File: src/rtl/minicore_pkg.sv
package minicore_pkg;
  localparam int XLEN = 32;
  localparam int NUM_REGS = 32;
  localparam int REG_AW = $clog2(NUM_REGS);

  localparam logic [5:0] OP_SPECIAL = 6'd0;
  localparam logic [5:0] OP_BGEZ    = 6'd1;
  localparam logic [5:0] OP_J       = 6'd2;
  localparam logic [5:0] OP_JAL     = 6'd3;
  localparam logic [5:0] OP_BEQ     = 6'd4;
  localparam logic [5:0] OP_BNE     = 6'd5;
  localparam logic [5:0] OP_ADDIU   = 6'd9;
  localparam logic [5:0] OP_SLTI    = 6'd10;
  localparam logic [5:0] OP_SLTIU   = 6'd11;
  localparam logic [5:0] OP_ANDI    = 6'd12;
  localparam logic [5:0] OP_ORI     = 6'd13;
  localparam logic [5:0] OP_XORI    = 6'd14;
  localparam logic [5:0] OP_LUI     = 6'd15;
  localparam logic [5:0] OP_LW      = 6'd35;
  localparam logic [5:0] OP_SW      = 6'd43;

  localparam logic [5:0] FN_SLL  = 6'd0;
  localparam logic [5:0] FN_SRL  = 6'd2;
  localparam logic [5:0] FN_SLLV = 6'd4;
  localparam logic [5:0] FN_SRLV = 6'd6;
  localparam logic [5:0] FN_JR   = 6'd8;
  localparam logic [5:0] FN_MFHI = 6'd16;
  localparam logic [5:0] FN_MFLO = 6'd18;
  localparam logic [5:0] FN_ADDU = 6'd33;
  localparam logic [5:0] FN_SUBU = 6'd35;
  localparam logic [5:0] FN_AND  = 6'd36;
  localparam logic [5:0] FN_OR   = 6'd37;
  localparam logic [5:0] FN_XOR  = 6'd38;
  localparam logic [5:0] FN_SLT  = 6'd42;
  localparam logic [5:0] FN_SLTU = 6'd43;

  typedef enum logic [2:0] {ST_IDLE, ST_FETCH, ST_DECODE, ST_EXEC, ST_WB} core_state_t;
endpackage

File: src/rtl/minicore_regfile.sv
module minicore_regfile #(
  parameter int NREG = 32,
  parameter int DW = 32,
  parameter int SP_IDX = 29,
  parameter logic [31:0] SP_INIT = 32'h7FFF_EFFC,
  localparam int AW = $clog2(NREG)
) (
  input  logic          clk,
  input  logic          rst,
  input  logic          init,
  input  logic [AW-1:0] ra,
  input  logic [AW-1:0] rb,
  output logic [DW-1:0] ra_val,
  output logic [DW-1:0] rb_val,
  input  logic          we,
  input  logic [AW-1:0] wa,
  input  logic [DW-1:0] wd
);
  logic [DW-1:0] regs [NREG];

  always_ff @(posedge clk) begin
    if (rst || init) begin
      for (int i = 0; i < NREG; i++)
        regs[i] <= (i == SP_IDX) ? DW'(SP_INIT) : '0;
    end else if (we && wa != '0) begin
      regs[wa] <= wd;
    end
  end

  assign ra_val = regs[ra];
  assign rb_val = regs[rb];

  AST_ZERO_REG_KEPT: assert property (@(posedge clk) disable iff (rst)
    (we && wa == '0) |=> (regs[0] == '0)) else $error("register 0 changed");
endmodule

File: src/rtl/minicore_exec.sv
module minicore_exec
  import minicore_pkg::*;
#(
  parameter int IDX_W = 6
) (
  input  logic [31:0]       ir,
  input  logic [31:0]       rs_val,
  input  logic [31:0]       rt_val,
  input  logic [31:0]       pc_seq,
  output logic [31:0]       result,
  output logic [31:0]       next_pc,
  output logic [IDX_W-1:0]  mem_idx,
  output logic              wr_en,
  output logic [REG_AW-1:0] wr_idx,
  output logic              is_load,
  output logic              is_store
);
  logic [5:0]  op, fn;
  logic [4:0]  f_rs, f_rt, f_rd, f_sh;
  logic [31:0] simm, zimm, br_tgt;

  assign op   = ir[31:26];
  assign f_rs = ir[25:21];
  assign f_rt = ir[20:16];
  assign f_rd = ir[15:11];
  assign f_sh = ir[10:6];
  assign fn   = ir[5:0];
  assign simm = {{16{ir[15]}}, ir[15:0]};
  assign zimm = {16'h0000, ir[15:0]};
  assign br_tgt = pc_seq - 32'd4 + {simm[29:0], 2'b00};
  assign mem_idx = IDX_W'((rs_val[IDX_W+1:0] + simm[IDX_W+1:0]) >> 2);

  always_comb begin
    result   = '0;
    next_pc  = pc_seq;
    wr_en    = 1'b0;
    wr_idx   = f_rt;
    is_load  = 1'b0;
    is_store = 1'b0;
    case (op)
      OP_SPECIAL: begin
        wr_en  = 1'b1;
        wr_idx = f_rd;
        case (fn)
          FN_ADDU: result = rs_val + rt_val;
          FN_SUBU: result = rs_val - rt_val;
          FN_AND:  result = rs_val & rt_val;
          FN_OR:   result = rs_val | rt_val;
          FN_XOR:  result = rs_val ^ rt_val;
          FN_SLT:  result = {31'd0, $signed(rs_val) < $signed(rt_val)};
          FN_SLTU: result = {31'd0, rs_val < rt_val};
          FN_SLL:  result = rt_val << f_sh;
          FN_SRL:  result = rt_val >> f_sh;
          FN_SLLV: result = rt_val << rs_val[4:0];
          FN_SRLV: result = rt_val >> rs_val[4:0];
          FN_MFHI, FN_MFLO: result = '0;
          FN_JR: begin
            wr_en   = 1'b0;
            next_pc = rs_val;
          end
          default: begin
            wr_en   = 1'b0;
            next_pc = '0;
          end
        endcase
      end
      OP_J:   next_pc = {4'b0000, ir[25:0], 2'b00};
      OP_JAL: begin
        next_pc = {4'b0000, ir[25:0], 2'b00};
        wr_en   = 1'b1;
        wr_idx  = REG_AW'(31);
        result  = pc_seq;
      end
      OP_BEQ:  if (rs_val == rt_val) next_pc = br_tgt;
      OP_BNE:  if (rs_val != rt_val) next_pc = br_tgt;
      OP_BGEZ: if (!rs_val[31]) next_pc = br_tgt;
      OP_ADDIU: begin wr_en = 1'b1; result = rs_val + simm; end
      OP_SLTI:  begin wr_en = 1'b1; result = {31'd0, $signed(rs_val) < $signed(simm)}; end
      OP_SLTIU: begin wr_en = 1'b1; result = {31'd0, rs_val < simm}; end
      OP_ANDI:  begin wr_en = 1'b1; result = rs_val & zimm; end
      OP_ORI:   begin wr_en = 1'b1; result = rs_val | zimm; end
      OP_XORI:  begin wr_en = 1'b1; result = rs_val ^ zimm; end
      OP_LUI:   begin wr_en = 1'b1; result = {ir[15:0], 16'h0000}; end
      OP_LW:    begin wr_en = 1'b1; is_load = 1'b1; end
      OP_SW:    is_store = 1'b1;
      default:  next_pc = '0;
    endcase
  end
endmodule

File: src/rtl/minicore_top.sv
module minicore_top
  import minicore_pkg::*;
#(
  parameter int IDX_W = 6,
  parameter int CNT_W = 32,
  parameter logic [31:0] BOOT_PC = 32'h0040_0000,
  parameter logic [31:0] STACK_INIT = 32'h7FFF_EFFC
) (
  input  logic             clk,
  input  logic             rst,
  input  logic             start,
  output logic [IDX_W-1:0] imem_addr,
  input  logic [31:0]      imem_rdata,
  output logic [IDX_W-1:0] dmem_addr,
  output logic [31:0]      dmem_wdata,
  output logic             dmem_we,
  input  logic [31:0]      dmem_rdata,
  output logic             busy,
  output logic             done,
  output logic [CNT_W-1:0] retired
);
  core_state_t       state;
  logic [31:0]       pc, ir, res_q, npc_q;
  logic              wen_q, load_q;
  logic [REG_AW-1:0] widx_q;

  logic [31:0]       rs_val, rt_val, ex_result, ex_next_pc;
  logic [IDX_W-1:0]  ex_mem_idx;
  logic              ex_wr_en, ex_load, ex_store, launch;
  logic [REG_AW-1:0] ex_wr_idx;

  assign launch = (state == ST_IDLE) && start;

  minicore_regfile #(
    .NREG(NUM_REGS), .DW(XLEN), .SP_IDX(29), .SP_INIT(STACK_INIT)
  ) u_rf (
    .clk(clk), .rst(rst), .init(launch),
    .ra(ir[25:21]), .rb(ir[20:16]), .ra_val(rs_val), .rb_val(rt_val),
    .we((state == ST_WB) && wen_q), .wa(widx_q),
    .wd(load_q ? dmem_rdata : res_q)
  );

  minicore_exec #(.IDX_W(IDX_W)) u_ex (
    .ir(ir), .rs_val(rs_val), .rt_val(rt_val), .pc_seq(pc),
    .result(ex_result), .next_pc(ex_next_pc), .mem_idx(ex_mem_idx),
    .wr_en(ex_wr_en), .wr_idx(ex_wr_idx), .is_load(ex_load), .is_store(ex_store)
  );

  assign imem_addr  = pc[IDX_W+1:2];
  assign dmem_addr  = ex_mem_idx;
  assign dmem_wdata = rt_val;
  assign dmem_we    = (state == ST_EXEC) && ex_store;

  always_ff @(posedge clk) begin
    if (rst) begin
      state   <= ST_IDLE;
      pc      <= BOOT_PC;
      ir      <= '0;
      res_q   <= '0;
      npc_q   <= '0;
      wen_q   <= 1'b0;
      load_q  <= 1'b0;
      widx_q  <= '0;
      busy    <= 1'b0;
      done    <= 1'b0;
      retired <= '0;
    end else begin
      case (state)
        ST_IDLE: if (start) begin
          state   <= ST_FETCH;
          pc      <= BOOT_PC;
          retired <= '0;
          busy    <= 1'b1;
          done    <= 1'b0;
        end
        ST_FETCH: state <= ST_DECODE;
        ST_DECODE: begin
          ir    <= imem_rdata;
          pc    <= pc + 32'd4;
          state <= ST_EXEC;
        end
        ST_EXEC: begin
          res_q  <= ex_result;
          npc_q  <= ex_next_pc;
          wen_q  <= ex_wr_en;
          widx_q <= ex_wr_idx;
          load_q <= ex_load;
          state  <= ST_WB;
        end
        ST_WB: begin
          pc      <= npc_q;
          retired <= retired + CNT_W'(1);
          if (npc_q == '0) begin
            state <= ST_IDLE;
            busy  <= 1'b0;
            done  <= 1'b1;
          end else begin
            state <= ST_FETCH;
          end
        end
        default: state <= ST_IDLE;
      endcase
    end
  end

  AST_RETIRE_STEP: assert property (@(posedge clk) disable iff (rst)
    (state == ST_WB) |=> (retired == $past(retired) + CNT_W'(1))) else $error("count step");
  AST_RETIRE_HOLD: assert property (@(posedge clk) disable iff (rst)
    (state != ST_WB && !launch) |=> $stable(retired)) else $error("count moved");
  AST_HALT_ON_ZERO: assert property (@(posedge clk) disable iff (rst)
    (state == ST_WB && npc_q == '0) |=> (done && !busy)) else $error("no halt");
  AST_DONE_IDLE: assert property (@(posedge clk) disable iff (rst)
    done |-> !busy) else $error("done while busy");
  AST_START_IGNORED: assert property (@(posedge clk) disable iff (rst)
    (busy && start && state != ST_WB) |=> busy) else $error("start disturbed run");
endmodule

File: config.mk
export PLATFORM = sky130hd
export DESIGN_NAME = minicore_top
export DESIGN_NICKNAME = d
export VERILOG_FILES = /design/src/rtl/minicore_pkg.sv /design/src/rtl/minicore_regfile.sv /design/src/rtl/minicore_exec.sv /design/src/rtl/minicore_top.sv
export SDC_FILE = /design/constraint.sdc
export NUM_CORES = 2
export LEC_CHECK = 0
export ABC_CLOCK_PERIOD_IN_PS = 6300
export BUFFER_PORTS_ARGS = -buffer_cell sky130_fd_sc_hd__buf_2
export CAP_MARGIN = 20
export CORE_MARGIN = 2
export CORE_UTILIZATION = 35
export CTS_BUF_LIST = sky130_fd_sc_hd__clkbuf_16
export DETAILED_ROUTE_END_ITERATION = 10
export PLACE_DENSITY = 0.49
export SYNTH_ARGS = -nofsm -noshare
export SYNTH_HDL_FRONTEND = slang
export SYNTH_SLANG_ARGS = --single-unit
File: constraint.sdc
create_clock -name clk -period 6.3 [get_ports clk]
set_input_delay 0.63 -clock clk [delete_from_list [all_inputs] [get_ports clk]]
set_output_delay 0.63 -clock clk [all_outputs]
set_load 0.03 [all_outputs]
---- Yosys cells after proc, flatten, opt, wreduce, memory -nomap -nowiden ----
Memories as Yosys holds them, arrays and structs flattened. A register that Yosys moved wholly into a read port is not among the register bits.
Cells that the tools add are included.
word-level totals
  register bits ........................... 172
  bits in writable memories ............... 1024
  input port bits ......................... 67
  output and inout port bits .............. 79
  word-level logic and storage cells ...... 127
  memories kept ........................... 1
memory list
  name       depth  width  rd ports  clocked after Yosys merged registers in  write ports  RTL line                source
  u_rf.regs  32     32     2         2                                        32           minicore_regfile.sv:19  logic [DW-1:0] regs [NREG];
operators by class
  $add $sub $neg .......................... 8
  order comparisons ....................... 4
  equality and inequality tests ........... 35
  shift operators ......................... 4
  multiplexer cells ....................... 38
  bitwise gates (word level) .............. 6
  reductions and logical operators ........ 20
operators with widths
  operator                                              number
  one-hot mux 32 bit (11 select lines)                  1
  one-hot mux 32 bit (9 select lines)                   1
  2-to-1 mux 32 bit                                     7
  one-hot mux 32 bit (6 select lines)                   1
  one-hot mux 32 bit (2 select lines)                   2
  adder 32 bit                                          3
  less-than comparator 32 bit                           3
  one-hot mux 32 bit (3 select lines)                   1
  << shifter 32 x 5 -> 32 bit                           2
  right shift 32 x 5 -> 32 bit                          2
  equality test 6 bit (second input constant)           9
  equality test 6 x 4 -> 1 bit (second input constant)  8
  adder 32 x 1 -> 32 bit (second input constant)        1
  adder 32 x 3 -> 32 bit (second input constant)        1
  AND 32 x 16 -> 32 bit                                 1
  AND 32 bit                                            1
  equality test 32 bit                                  1
  logical NOT 32 bit                                    1
  less-than comparator 32 x 16 -> 1 bit                 1
  != test 32 bit                                        1
  OR 32 x 16 -> 32 bit                                  1
  OR 32 bit                                             1
  OR reduction 32 bit                                   1
  subtractor 32 x 3 -> 32 bit (second input constant)   1
  other kinds (31)                                      63

---- Depth between registers and ports, before layout ----
  depth after elaboration ................. 8
  mapped depth ............................ 24
  gate-level depth less buffers ........... 18

---- Hierarchy ----
A second synthesis with hierarchy kept.
unflattened totals
  cells, all modules ...................... 7875
  area, all modules ....................... 78570.4 µm²
by module, submodules not included
  module            times used  cells each  area an instance (µm²)  seq. area each (µm²)
  minicore_regfile  1           4616        55659.6                 30749.5
  minicore_exec     1           2298        15205.8                 0.0
  minicore_top      1           961         7704.9                  3443.3

---- Least setup slack after synthesis ----
Ideal clock, no wire load.
  path type ............................... register to register
  start point ............................. reg (tool-made name)
  end point ............................... reg res_q[29]
  library setup time ...................... 142 ps
  arrival ................................. 5642 ps
  required time ........................... 6158 ps
  setup slack ............................. 516 ps
  stages on the path, launching flop included .. 22
  path buffers ............................ 6
  period minus slack after synthesis ...... 5784 ps
  cell sequence ........................... dfxtp_1 -> buf_6 -> buf_6 -> buf_2 -> buf_2 -> buf_1 -> mux4_2 -> mux4_2 -> mux2i_1 -> ha_1 -> clkbuf_1 -> inv_1 -> a211o_1 -> nor2_1 -> a211oi_1 -> a211o_1 -> a31oi_1 -> o21ai_0 -> o21ai_0 -> mux2_2 -> o41ai_2 -> a221oi_1
RTL lines
  element               RTL line            source
  end signal, assigned  minicore_top.sv:83  res_q <= ex_result;
  end, declared         minicore_top.sv:23  logic [31:0] pc, ir, res_q, npc_q;

==> run summary <==
CP max stage delay: 0.92 ns
pwr dens: 309 nW/um^2
CTS root buf: clkbuf_16
die width: 466 um
DR vias: 63100
clk sink count: 1206
Worst Path Required: 7.00 ns
CTS Buffer Depth: 3
fin. max-slew vios: 0
drt first pass iters: 8
relative slew slack: 20.4%
critical path endpoint category: register
sequential share of the synthesized area: 46.0%
actual slew at the worst max-slew pin: 1.19 ns
CORE AREA: 212000 sq um
number of nets in the layout: 7434
vias in the first global route: 61300
CP max FO: 9
Tmin final: 6.16 ns
Post-synth EDFFs: 1024
Fin Clk Skew: 0.0493 ns
CTS buffer count: 147
FF+latch count, synth: 1206
GRT Overall Usage: 32.7%
crit path DAT: 6.86 ns
Async S/R FF share, synth: 0%
number of max-cap violations: 0
H-tree Lvls: 4
Leak: 0.0299 uW
final core utilization: 40.9%
Clk pin slew, worst setup/hold paths: 0.06 ns
syn avg cell area: 10.9 sq um
# DRC: 0
die area: 217000 sq um
Die Span Y: 466 um
prevailing post-synth register cell: edfxtp_1
min-delay worst type: primary input to register
Initial Utilization: 35.2%
main area contributors after synthesis: edfxtp_1, mux4_2, mux2i_1, nor2_1, dfxtp_1
Worst Hold Margin: 0.0587 ns
Final setup violation count: 0
layout cells sized above 1: 20.9%
RSZ-0062 raised after global routing: no
commonest cells after routing, fill and taps aside: nor2_1, edfxtp_1, mux2i_1, buf_4, mux4_2
routed len/inst: 36.2 um
largest vdd supply drop: 276 uV
fin crit share: 97.8%
first-pass GRT wire length: 497000 um
Fill cells: 20400
GRT overflow: 0
DRT Wirelength: 364000 um
Rows: 169
Cell Chain, Critical Path: nor2b_1 > buf_4 > a22oi_1 > a21oi_1 > or4_4 > clkinv_2 > buf_4 > ha_1 > o21bai_1 > a21oi_1 > o21ai_0 > a211oi_1 > o21ai_0 > a221oi_1 > o21ai_0 > xor2_1 > o21ai_1 > o211ai_1 > a221o_1
startpoint kind of the worst setup timing path: register
antenna violations before repair: 18
Mapped Area: 74800 sq um
outcome: completed
I/O Buffers: 145
routed vias/inst: 6.28
Final Wtd Congestion: 1.02
commonest non-fill, non-tap cell in the layout: nor2_1
dpl hpwl: 250000 um
Gate Count Post-Synth: 6834
most used cell, CP: o21ai_0
final setup TNS: 0 ns
slowest stage cell on the critical path: nor2b_1
R2R depth: 19
post-CTS setup repair buffer count: 0
Yosys cell types: 109
Warnings, synthesis: 0
CTS tree: yes
I/O pin cnt: 146
Yosys top cell by area: edfxtp_1
Crit Path Class: register to register
final hold vios: 0
DRT iter0 DRCs: 8276
area post-placement: 81800 sq um
pin count of the biggest net entering global routing: 58
Final ANT Viol Nets: 0
Yosys top cell area share: 41.1%
Skew-Pair Late Insertion Delay: 0.83 ns
Area Overhead vs Synth: 16.1%
fmax: 162 MHz
finished layout cell area: 86800 sq um
Hold Path Cell Cnt: 3
Tot Pwr: 26800 uW
flip-flops by register name (all words and copies together) (netlist names), named ones only:
signal     count
retired       32
widx_q         5
npc_q         32
res_q         32
done           1
ir            32
busy           1
load_q         1
state          3
wen_q          1
u_rf.regs   1024
pc            32
report_power, final:
group	leakage, uW	switching (uW)	total [uW]	internal, uW
clock	0.00242	3780	8520	4740
sequential	0.0124	352	9590	9240
combinational	0.0150	5710	8690	2980
metal layers:
metal,global-route usage (%),vias up,part of all wire (%)
met1,40.6,32000,38
met3,8.42,1003,10
met4,21.0,12,7.5
met5,0,-,0.023
met2,50.4,3944,45
li1,-,26200,-
cells by family after synthesis:
| group | after synthesis | share of synthesized area (%) |
|---|---|---|
| compound gates | 1273 | 11.5 |
| xor+xnor | 84 | 0.984 |
| fa+ha+maj | 254 | 4.29 |
| buf+inv | 818 | 4.72 |
| flops | 1206 | 46.0 |
| mux | 1004 | 19.9 |
| other cells | 1 | 0.00502 |
| simple gates | 2194 | 12.6 |
Yosys cell counts (all sizes together) (40+ instances only):
| library cell | n |
|---|---|
| a211oi | 40 |
| a21oi | 336 |
| a221oi | 43 |
| a22oi | 161 |
| a31oi | 42 |
| buf | 180 |
| clkbuf | 411 |
| dfxtp | 182 |
| edfxtp | 1024 |
| ha | 250 |
| inv | 223 |
| mux2 | 44 |
| mux2i | 582 |
| mux4 | 378 |
| nand2 | 435 |
| nand3 | 131 |
| nand4 | 44 |
| nor2 | 1242 |
| nor3 | 83 |
| nor4 | 53 |
| o21ai | 169 |
| o22ai | 123 |
| xnor2 | 67 |
worst paths after layout:
kind / from / end / slack [ns]
min reg2reg: busy$_SDFFE_PP0P_ / busy$_SDFFE_PP0P_ / 0.46
max: register / res_q[0]$_SDFFE_PP0N_ / 0.14
min: imem_rdata[27] / ir[27]$_SDFFE_PP0P_ / 0.06
max reg2reg: register / res_q[0]$_SDFFE_PP0N_ / 0.14
metrics by stage:
step | worst slack, ns | instances
4_1_cts | 0.0491 | 10000
3_5_place_dp | -0.0549 | 9770
6_report | 0.138 | 10100
5_1_grt | 0.0252 | 10100
2_1_floorplan | 0.516 | 6865
3_3_place_gp | -0.0835 | 9759
critical path, delay by kind of cell, from the launching register on:
family                   cells  cell delay, ns
buffers and inverters        3            0.76
AND/OR/NAND/NOR              2            1.25
AO/OA/AOI/OAI               12            3.19
adder cells (fa/ha/maj)      1            0.17
flip-flops                   1            0.44
XOR/XNOR                     1            0.18
what timing repair did:
item / 4_1_cts / 5_1_grt
hold endpoints to repair: 9 / 0
resized for setup: 1 / 14
setup endpoints to repair: 2 / 24
hold buffers: 9 / 0
cloned: 0 / 1
area by class of cell:
type | count | area, sq um | share of cell area (%)
Clock inverter | 117 | 1050 | 1.21
Tap cell | 2821 | 3530 | 4.07
Antenna cell | 6 | 15.0 | 0.0173
Timing Repair Buffer | 690 | 5510 | 6.35
Inverter | 227 | 855 | 0.985
Clock buffer | 148 | 3700 | 4.27
Multi-Input combinational cell | 4841 | 37700 | 43.4
Sequential cell | 1206 | 34400 | 39.7
(Power assumes the default switching activity.)
